## src/rtl/run_state_pkg.sv

```systemverilog
// Shared definitions for the run-state controller: mode encoding, the
// status codes seen at the port and the opcode group widths.
package run_state_pkg;

    typedef enum logic [1:0] {
        M_LOAD = 2'd0,
        M_RUN  = 2'd1,
        M_HALT = 2'd2,
        M_FAIL = 2'd3
    } mode_t;

    localparam logic [2:0] ST_LOAD = 3'd0;
    localparam logic [2:0] ST_RUN  = 3'd2;
    localparam logic [2:0] ST_HALT = 3'd3;
    localparam logic [2:0] ST_FAIL = 3'd4;

    localparam logic [7:0] OP_NOP  = 8'h10;
    localparam logic [7:0] OP_HALT = 8'h80;

    // Number of populated modifiers in each opcode group (0 = group unused).
    function automatic logic [4:0] group_span(input logic [3:0] grp);
        case (grp)
            4'd1:    group_span = 5'd1;
            4'd2:    group_span = 5'd7;
            4'd3:    group_span = 5'd4;
            4'd4:    group_span = 5'd2;
            4'd5:    group_span = 5'd13;
            4'd6:    group_span = 5'd5;
            4'd7:    group_span = 5'd2;
            4'd8:    group_span = 5'd1;
            default: group_span = 5'd0;
        endcase
    endfunction

endpackage

```

## src/rtl/opcode_classifier.sv

```systemverilog
// Opcode classifier.
// Decodes an 8-bit opcode into valid / halt. The upper nibble picks a
// group and the lower nibble must fall below that group's width.
// Assumes: purely combinational, evaluated every cycle.
module opcode_classifier
    import run_state_pkg::*;
(
    input  logic [7:0] opcode,
    output logic       is_valid,
    output logic       is_halt
);

    logic [4:0] span;

    // Look up the group width and compare the modifier against it.
    always_comb begin
        span     = group_span(opcode[7:4]);
        is_valid = ({1'b0, opcode[3:0]} < span);
        is_halt  = (opcode == OP_HALT);
    end

endmodule

```

## src/rtl/image_loader.sv

```systemverilog
// Sequential image loader.
// Writes accepted bytes first to the instruction region starting at
// address 0, then to the read-only region starting at RO_BASE. Bytes
// beyond the combined capacity are dropped.
// Assumes: 'active' is high only in loading mode; the regions do not
// overlap and fit in the ADDR_W address space.
module image_loader #(
    parameter int IMEM_DEPTH = 16,
    parameter int RO_DEPTH   = 8,
    parameter int RO_BASE    = 32,
    parameter int ADDR_W     = 6
) (
    input  logic              clk,
    input  logic              rst_n,
    input  logic              active,
    input  logic              ld_valid,
    input  logic [7:0]        ld_byte,
    output logic              wr_en,
    output logic [ADDR_W-1:0] wr_addr,
    output logic [7:0]        wr_data
);

    localparam int CAP   = IMEM_DEPTH + RO_DEPTH;
    localparam int CNT_W = $clog2(CAP + 1);
    localparam logic [CNT_W-1:0] IMEM_LIM = CNT_W'(IMEM_DEPTH);
    localparam logic [CNT_W-1:0] CAP_LIM  = CNT_W'(CAP);

    logic [CNT_W-1:0] cnt;
    logic             room;

    // Decide whether this byte is written and where it lands.
    always_comb begin
        room    = (cnt < CAP_LIM);
        wr_en   = active && ld_valid && room;
        wr_data = ld_byte;
        if (cnt < IMEM_LIM)
            wr_addr = ADDR_W'(cnt);
        else
            wr_addr = ADDR_W'(RO_BASE) + ADDR_W'(cnt - IMEM_LIM);
    end

    // Count written bytes; cleared by reset.
    always_ff @(posedge clk) begin
        if (!rst_n)
            cnt <= '0;
        else if (wr_en)
            cnt <= cnt + 1'b1;
    end

endmodule

```

## src/rtl/mode_fsm.sv

```systemverilog
// Run-mode state machine.
// Loading -> running on the last load byte. From running, a retirement
// goes to failed on any fault or invalid opcode, otherwise to halted on
// a halt opcode, otherwise stays running. Halted and failed are final.
// Assumes: 'retire' and fault flags describe the same instruction.
module mode_fsm
    import run_state_pkg::*;
(
    input  logic  clk,
    input  logic  rst_n,
    input  logic  ld_valid,
    input  logic  ld_last,
    input  logic  retire,
    input  logic  is_valid,
    input  logic  is_halt,
    input  logic  pc_bad,
    input  logic  exec_fault,
    output mode_t mode
);

    mode_t mode_nx;
    logic  failing;

    // Next-mode selection, failure taking priority over halt.
    always_comb begin
        failing = !is_valid || pc_bad || exec_fault;
        mode_nx = mode;
        case (mode)
            M_LOAD: if (ld_valid && ld_last) mode_nx = M_RUN;
            M_RUN: begin
                if (retire) begin
                    if (failing)      mode_nx = M_FAIL;
                    else if (is_halt) mode_nx = M_HALT;
                end
            end
            default: mode_nx = mode;
        endcase
    end

    // Mode register.
    always_ff @(posedge clk) begin
        if (!rst_n)
            mode <= M_LOAD;
        else
            mode <= mode_nx;
    end

endmodule

```

## src/rtl/run_state_ctrl.sv

```systemverilog
// Processor run-state controller (top).
// Ties the loader, the opcode classifier and the mode machine together
// and maps the mode to the status code and step enable.
// Assumes: RO_BASE >= IMEM_DEPTH and RO_BASE + RO_DEPTH <= 2**ADDR_W.
module run_state_ctrl
    import run_state_pkg::*;
#(
    parameter int IMEM_DEPTH = 16,
    parameter int RO_DEPTH   = 8,
    parameter int RO_BASE    = 32,
    parameter int ADDR_W     = 6
) (
    input  logic              clk,
    input  logic              rst_n,
    input  logic              ld_valid,
    input  logic [7:0]        ld_byte,
    input  logic              ld_last,
    output logic              ld_wr_en,
    output logic [ADDR_W-1:0] ld_wr_addr,
    output logic [7:0]        ld_wr_data,
    input  logic              op_valid,
    input  logic [7:0]        opcode,
    input  logic [ADDR_W-1:0] pc,
    input  logic              flt_reg,
    input  logic              flt_mem,
    output logic [2:0]        status,
    output logic              step_en
);

    localparam logic [ADDR_W:0] PC_LIM = (ADDR_W+1)'(IMEM_DEPTH);

    mode_t mode;
    logic  is_valid;
    logic  is_halt;
    logic  pc_bad;
    logic  exec_fault;
    logic  loading;

    // Fault summary for the retiring instruction.
    always_comb begin
        pc_bad     = ({1'b0, pc} >= PC_LIM);
        exec_fault = flt_reg || flt_mem;
        loading    = (mode == M_LOAD);
    end

    image_loader #(
        .IMEM_DEPTH (IMEM_DEPTH),
        .RO_DEPTH   (RO_DEPTH),
        .RO_BASE    (RO_BASE),
        .ADDR_W     (ADDR_W)
    ) u_loader (
        .clk      (clk),
        .rst_n    (rst_n),
        .active   (loading),
        .ld_valid (ld_valid),
        .ld_byte  (ld_byte),
        .wr_en    (ld_wr_en),
        .wr_addr  (ld_wr_addr),
        .wr_data  (ld_wr_data)
    );

    opcode_classifier u_cls (
        .opcode   (opcode),
        .is_valid (is_valid),
        .is_halt  (is_halt)
    );

    mode_fsm u_fsm (
        .clk        (clk),
        .rst_n      (rst_n),
        .ld_valid   (ld_valid),
        .ld_last    (ld_last),
        .retire     (op_valid),
        .is_valid   (is_valid),
        .is_halt    (is_halt),
        .pc_bad     (pc_bad),
        .exec_fault (exec_fault),
        .mode       (mode)
    );

    // Map the mode onto the externally visible status code.
    always_comb begin
        case (mode)
            M_LOAD:  status = ST_LOAD;
            M_RUN:   status = ST_RUN;
            M_HALT:  status = ST_HALT;
            default: status = ST_FAIL;
        endcase
        step_en = (mode == M_RUN);
    end

endmodule

```

## config.mk

```make
export PLATFORM = sky130hd
export DESIGN_NAME = run_state_ctrl
export DESIGN_NICKNAME = d
export VERILOG_FILES = /design/src/rtl/run_state_pkg.sv /design/src/rtl/opcode_classifier.sv /design/src/rtl/image_loader.sv /design/src/rtl/mode_fsm.sv /design/src/rtl/run_state_ctrl.sv
export SDC_FILE = /design/constraint.sdc
export NUM_CORES = 1
export LEC_CHECK = 0
export BUFFER_PORTS_ARGS = -buffer_cell sky130_fd_sc_hd__buf_4
export CORE_MARGIN = 5
export CORE_UTILIZATION = 40
export DETAILED_ROUTE_END_ITERATION = 6
export PLACE_DENSITY_LB_ADDON = 0.05
export SYNTH_ARGS = -nofsm -noshare
export SYNTH_HDL_FRONTEND = slang
export SYNTH_SLANG_ARGS = --single-unit
```

## constraint.sdc

```tcl
create_clock -name clk -period 2.9 [get_ports clk]
set_clock_uncertainty 0.05 [all_clocks]
set_input_delay 0.145 -clock clk [delete_from_list [all_inputs] [get_ports clk]]
set_output_delay 0.145 -clock clk [all_outputs]
set_load 0.05 [all_outputs]
```

==> results.md <==
- The fraction of the yosys area taken by sequential cells is 20.5%.
- Cells fill 51.5% of the core in the end.
- By count the netlist is led by sky130_fd_sc_hd__ha_1 (11), sky130_fd_sc_hd__buf_4 (9), sky130_fd_sc_hd__inv_1 (9).
- In the routed layout, each cell is associated on average with a via count of 5.04.
- The first global-routing pass estimated 2310 um of wire.
- The clock passes through at most 2 buffers.
- Fill cells in the final layout number 175.
- The site row count is 15.
- The most common cell in the synthesized netlist is sky130_fd_sc_hd__ha_1.
- The sequential standard cell area is 140 sq um.
- The area growth from synthesis to layout is 25.6%.
- The run finished with clean final reports.
- The post-layout net count is 139.
- The clock reaches the later pin of the worst-skew pair after 0.24 ns.
- For this configuration, the core starts out at a cell density of 41.0%.
- In the global route stage, overall resource usage came out at 11.6%.
- Clock-pin slew was measured on the worst setup and hold paths at 0.05 ns.
- 48 I/O pins were placed.
- Measured along the y axis, the die boundary spans 51.4 um.
- Summing over every cut layer, the via total after detailed routing is 580.
- Power spread over the standard cell area amounts to 566 nW/um^2.
- Counting every net in the synthesized netlist gives 117.
- The number of warnings issued by yosys is 0.
- Synthesis handed over a netlist of 77 instances.
- Setup total negative slack on the finished layout was measured at 0 ns.
- The worst setup path is captured at a flop.
- The final period utilization is 70.7%.
- The number of synthesized flops with an enable pin is 0.
- The multi-input logic area is 443 sq um.
- The critical path is of the in -> reg type.
- The final-report max-slew violation count is 0.
- Internal power comes to 263 uW.
- The detailed router finished its first iteration with 7 violations.
- After synthesis the netlist holds a flip-flop and latch count of 7.
- Setup violations remaining at the end of the flow were counted as 0.
- The region available for standard cell placement spans 1670 sq um.
- The root buffer selected by CTS is sky130_fd_sc_hd__clkbuf_4.
- The static leakage is 0.000413 uW.
- For met3 alone, demand over resource in global routing was 6.12%.
- In the global route stage, met2 resource usage came out at 18.0%.
- Of the total power, combinational logic draws 56.4%.
- The data required time at the worst endpoint is 3.03 ns.
- The number of buffers added on ports is 26.
- IR analysis of the VDD net gives a maximum drop of 294 uV.
- The clock period could shrink to 2.05 ns.
- The post-CTS setup buffer count is 0.
- Clock tree synthesis found a total of 7 sinks.
- The worst-margin pin slew is 0.497 ns.
- The number of instances on the worst hold path is 2.
- The number of resized instances in the post-cts repair step is 0.
- The async set-reset flop share out of synthesis is 0%.
- The switching component of the power is 224 uW.
- In this run the worst path has a maximum fanout of 3.
- The fraction of layout cells with a size suffix above 1 is 34.7%.
- For this run, design rule violations remaining after detail routing come to 0.
- Of all cell types, the one taking the most synthesized area is sky130_fd_sc_hd__dfxtp_1.
- The die covers 2640 sq um.
- The number of buffers added to fix hold violations after cts is 0.
- The clock power share is 17.5%.
- The class of the worst hold path is in -> reg.
- The cell area that synthesis handed to floorplanning was 684 sq um.
- In this run, flip-flops and latches consume 26.1% of the power.
- The TritonCTS clock tree is done.
- After synthesis, the largest area contributor takes up 20.5% of total cell area.
- The number of distinct library cell variants in the gate-level netlist after synthesis is 27.
- The switching power as a share of total power is 46.1%.
- The die outline width is 51.4 um.
- The number of cells traversed by the worst register-to-register path is 6.
- The length of the first detailed-routing pass in iterations is 4.
- In this run the remaining antenna-violating nets after routing total 0.
- CTS built an H-tree with a depth of 1.
- Setup repair after global routing left no endpoint under its margin.
- For this run, global-route usage on met1 was measured as 13.2%.
- After synthesis, the cell types taking the most area are sky130_fd_sc_hd__dfxtp_1 (20%), sky130_fd_sc_hd__ha_1 (20%), sky130_fd_sc_hd__buf_4 (9.9%).
- The relative slew slack is 66.0%.
- After global routing, the most crowded layer is met2.
- Detailed placement finished with a half-perimeter wire length of 1220 um.
- Derived from the worst setup path, the maximum achievable clock frequency is 0.488 GHz.
- The number of inserted diodes is 0.
- The final wirelength is 1400 um.
- The count of final hold-check violations is 0.
- The post-detailed-route wirelength per cell is 12.2 um.
- In this run, CTS created clock tree buffers numbering 3.
- The via count of the first global-routing pass is 544.
- Max-cap violations in this run came to 0.
- Among all flip-flop cells after synthesis, the most frequent one is sky130_fd_sc_hd__dfxtp_1.
- For this run the aggregate overflow at the end of global routing stands at 0.
- The average instance area after synthesis is 8.89 sq um.
- The data arrival at the endpoint of the critical path is 2.18 ns.
- The initial antenna violation count is 0.
- Entering global routing, the biggest net connects 10 pins.
- Routability-driven placement finished with a final weighted congestion of 0.631.
- The worst setup path is launched from an input port.
flip-flops by register name, indices dropped and copies added, names as in the netlist:
register      cells
u_fsm.mode        2
u_loader.cnt      5
kinds of logic (layout without fill, tap and decap cells):
logic type,Yosys count,after routing,share of synthesized area [%]
XOR/XNOR,3,3,3.84
adder cells (fa/ha/maj),11,11,20.1
AO/OA/AOI/OAI,12,12,12.4
other,1,1,0.548
multiplexers,4,4,5.85
buffers and inverters,18,39,14.8
AND/OR/NAND/NOR,21,21,21.9
flip-flops,7,7,20.5
final cells by class:
class                      count  area share, %
clock buffer                   4           3.06
inverter                       9           3.93
multi-input combinational     52           51.5
sequential                     7           16.3
tap                           17           2.47
timing repair buffer          26           22.7
layout by cell type, fill, tap and decap left out, types with 2 or more instances in the layout:
cell type / count
sky130_fd_sc_hd__a211oi_1: 2
sky130_fd_sc_hd__a21oi_1: 4
sky130_fd_sc_hd__and2_1: 3
sky130_fd_sc_hd__buf_4: 26
sky130_fd_sc_hd__clkbuf_4: 3
sky130_fd_sc_hd__dfxtp_1: 7
sky130_fd_sc_hd__ha_1: 11
sky130_fd_sc_hd__inv_1: 9
sky130_fd_sc_hd__mux2i_1: 4
sky130_fd_sc_hd__nand2_1: 4
sky130_fd_sc_hd__nand4_1: 2
sky130_fd_sc_hd__nor2b_1: 2
sky130_fd_sc_hd__o2111ai_1: 2
sky130_fd_sc_hd__o21a_1: 2
sky130_fd_sc_hd__or2_2: 2
sky130_fd_sc_hd__xor2_1: 2
routing by layer:
layer  share of wire [%]  vias up
li1                    -      304
met1                  43      251
met2                  48       23
met3                 8.7        2
met4                0.72        0
met5                   0        -
final timing paths:
| path | from | endpoint | slack (ns) |
|---|---|---|---|
| min reg2reg | u_loader.cnt[1] | u_loader.cnt[1] | 0.51 |
| min | rst_n | u_loader.cnt[2] | 0.13 |
| max | opcode[5] | u_fsm.mode[1] | 0.85 |
| max reg2reg | u_fsm.mode[0] | u_loader.cnt[3] | 1.25 |
stage by stage:
stage	hold WS [ns]	area [sq um]	worst slack (ns)	total power (uW)	instances
4_1_cts	0.121	860	0.836	494	115
3_5_place_dp	0.240	833	0.590	406	111
6_report	0.127	860	0.850	487	115
5_1_grt	0.107	860	0.735	528	115
3_3_place_gp	0.240	833	0.630	406	111
2_1_floorplan	0.212	684	0.830	359	77
power groups by stage:
stage	combinational, uW	clock, uW	sequential, uW
floorplan	207	0	152
global placement	276	0	129
finish	275	85.1	127
global route	298	99.7	130
CTS	277	89.6	127
detailed placement	276	0	129
worst max-delay path: stages:
cell,delay [ns]
sky130_fd_sc_hd__buf_4,0.09
sky130_fd_sc_hd__inv_1,0.05
sky130_fd_sc_hd__ha_1,0.31
sky130_fd_sc_hd__mux2i_1,0.07
sky130_fd_sc_hd__or2_2,0.27
sky130_fd_sc_hd__ha_1,0.29
sky130_fd_sc_hd__a21oi_1,0.15
sky130_fd_sc_hd__o2111ai_1,0.16
sky130_fd_sc_hd__or4_1,0.55
sky130_fd_sc_hd__nand4_1,0.09
(Power assumes the default switching activity.)
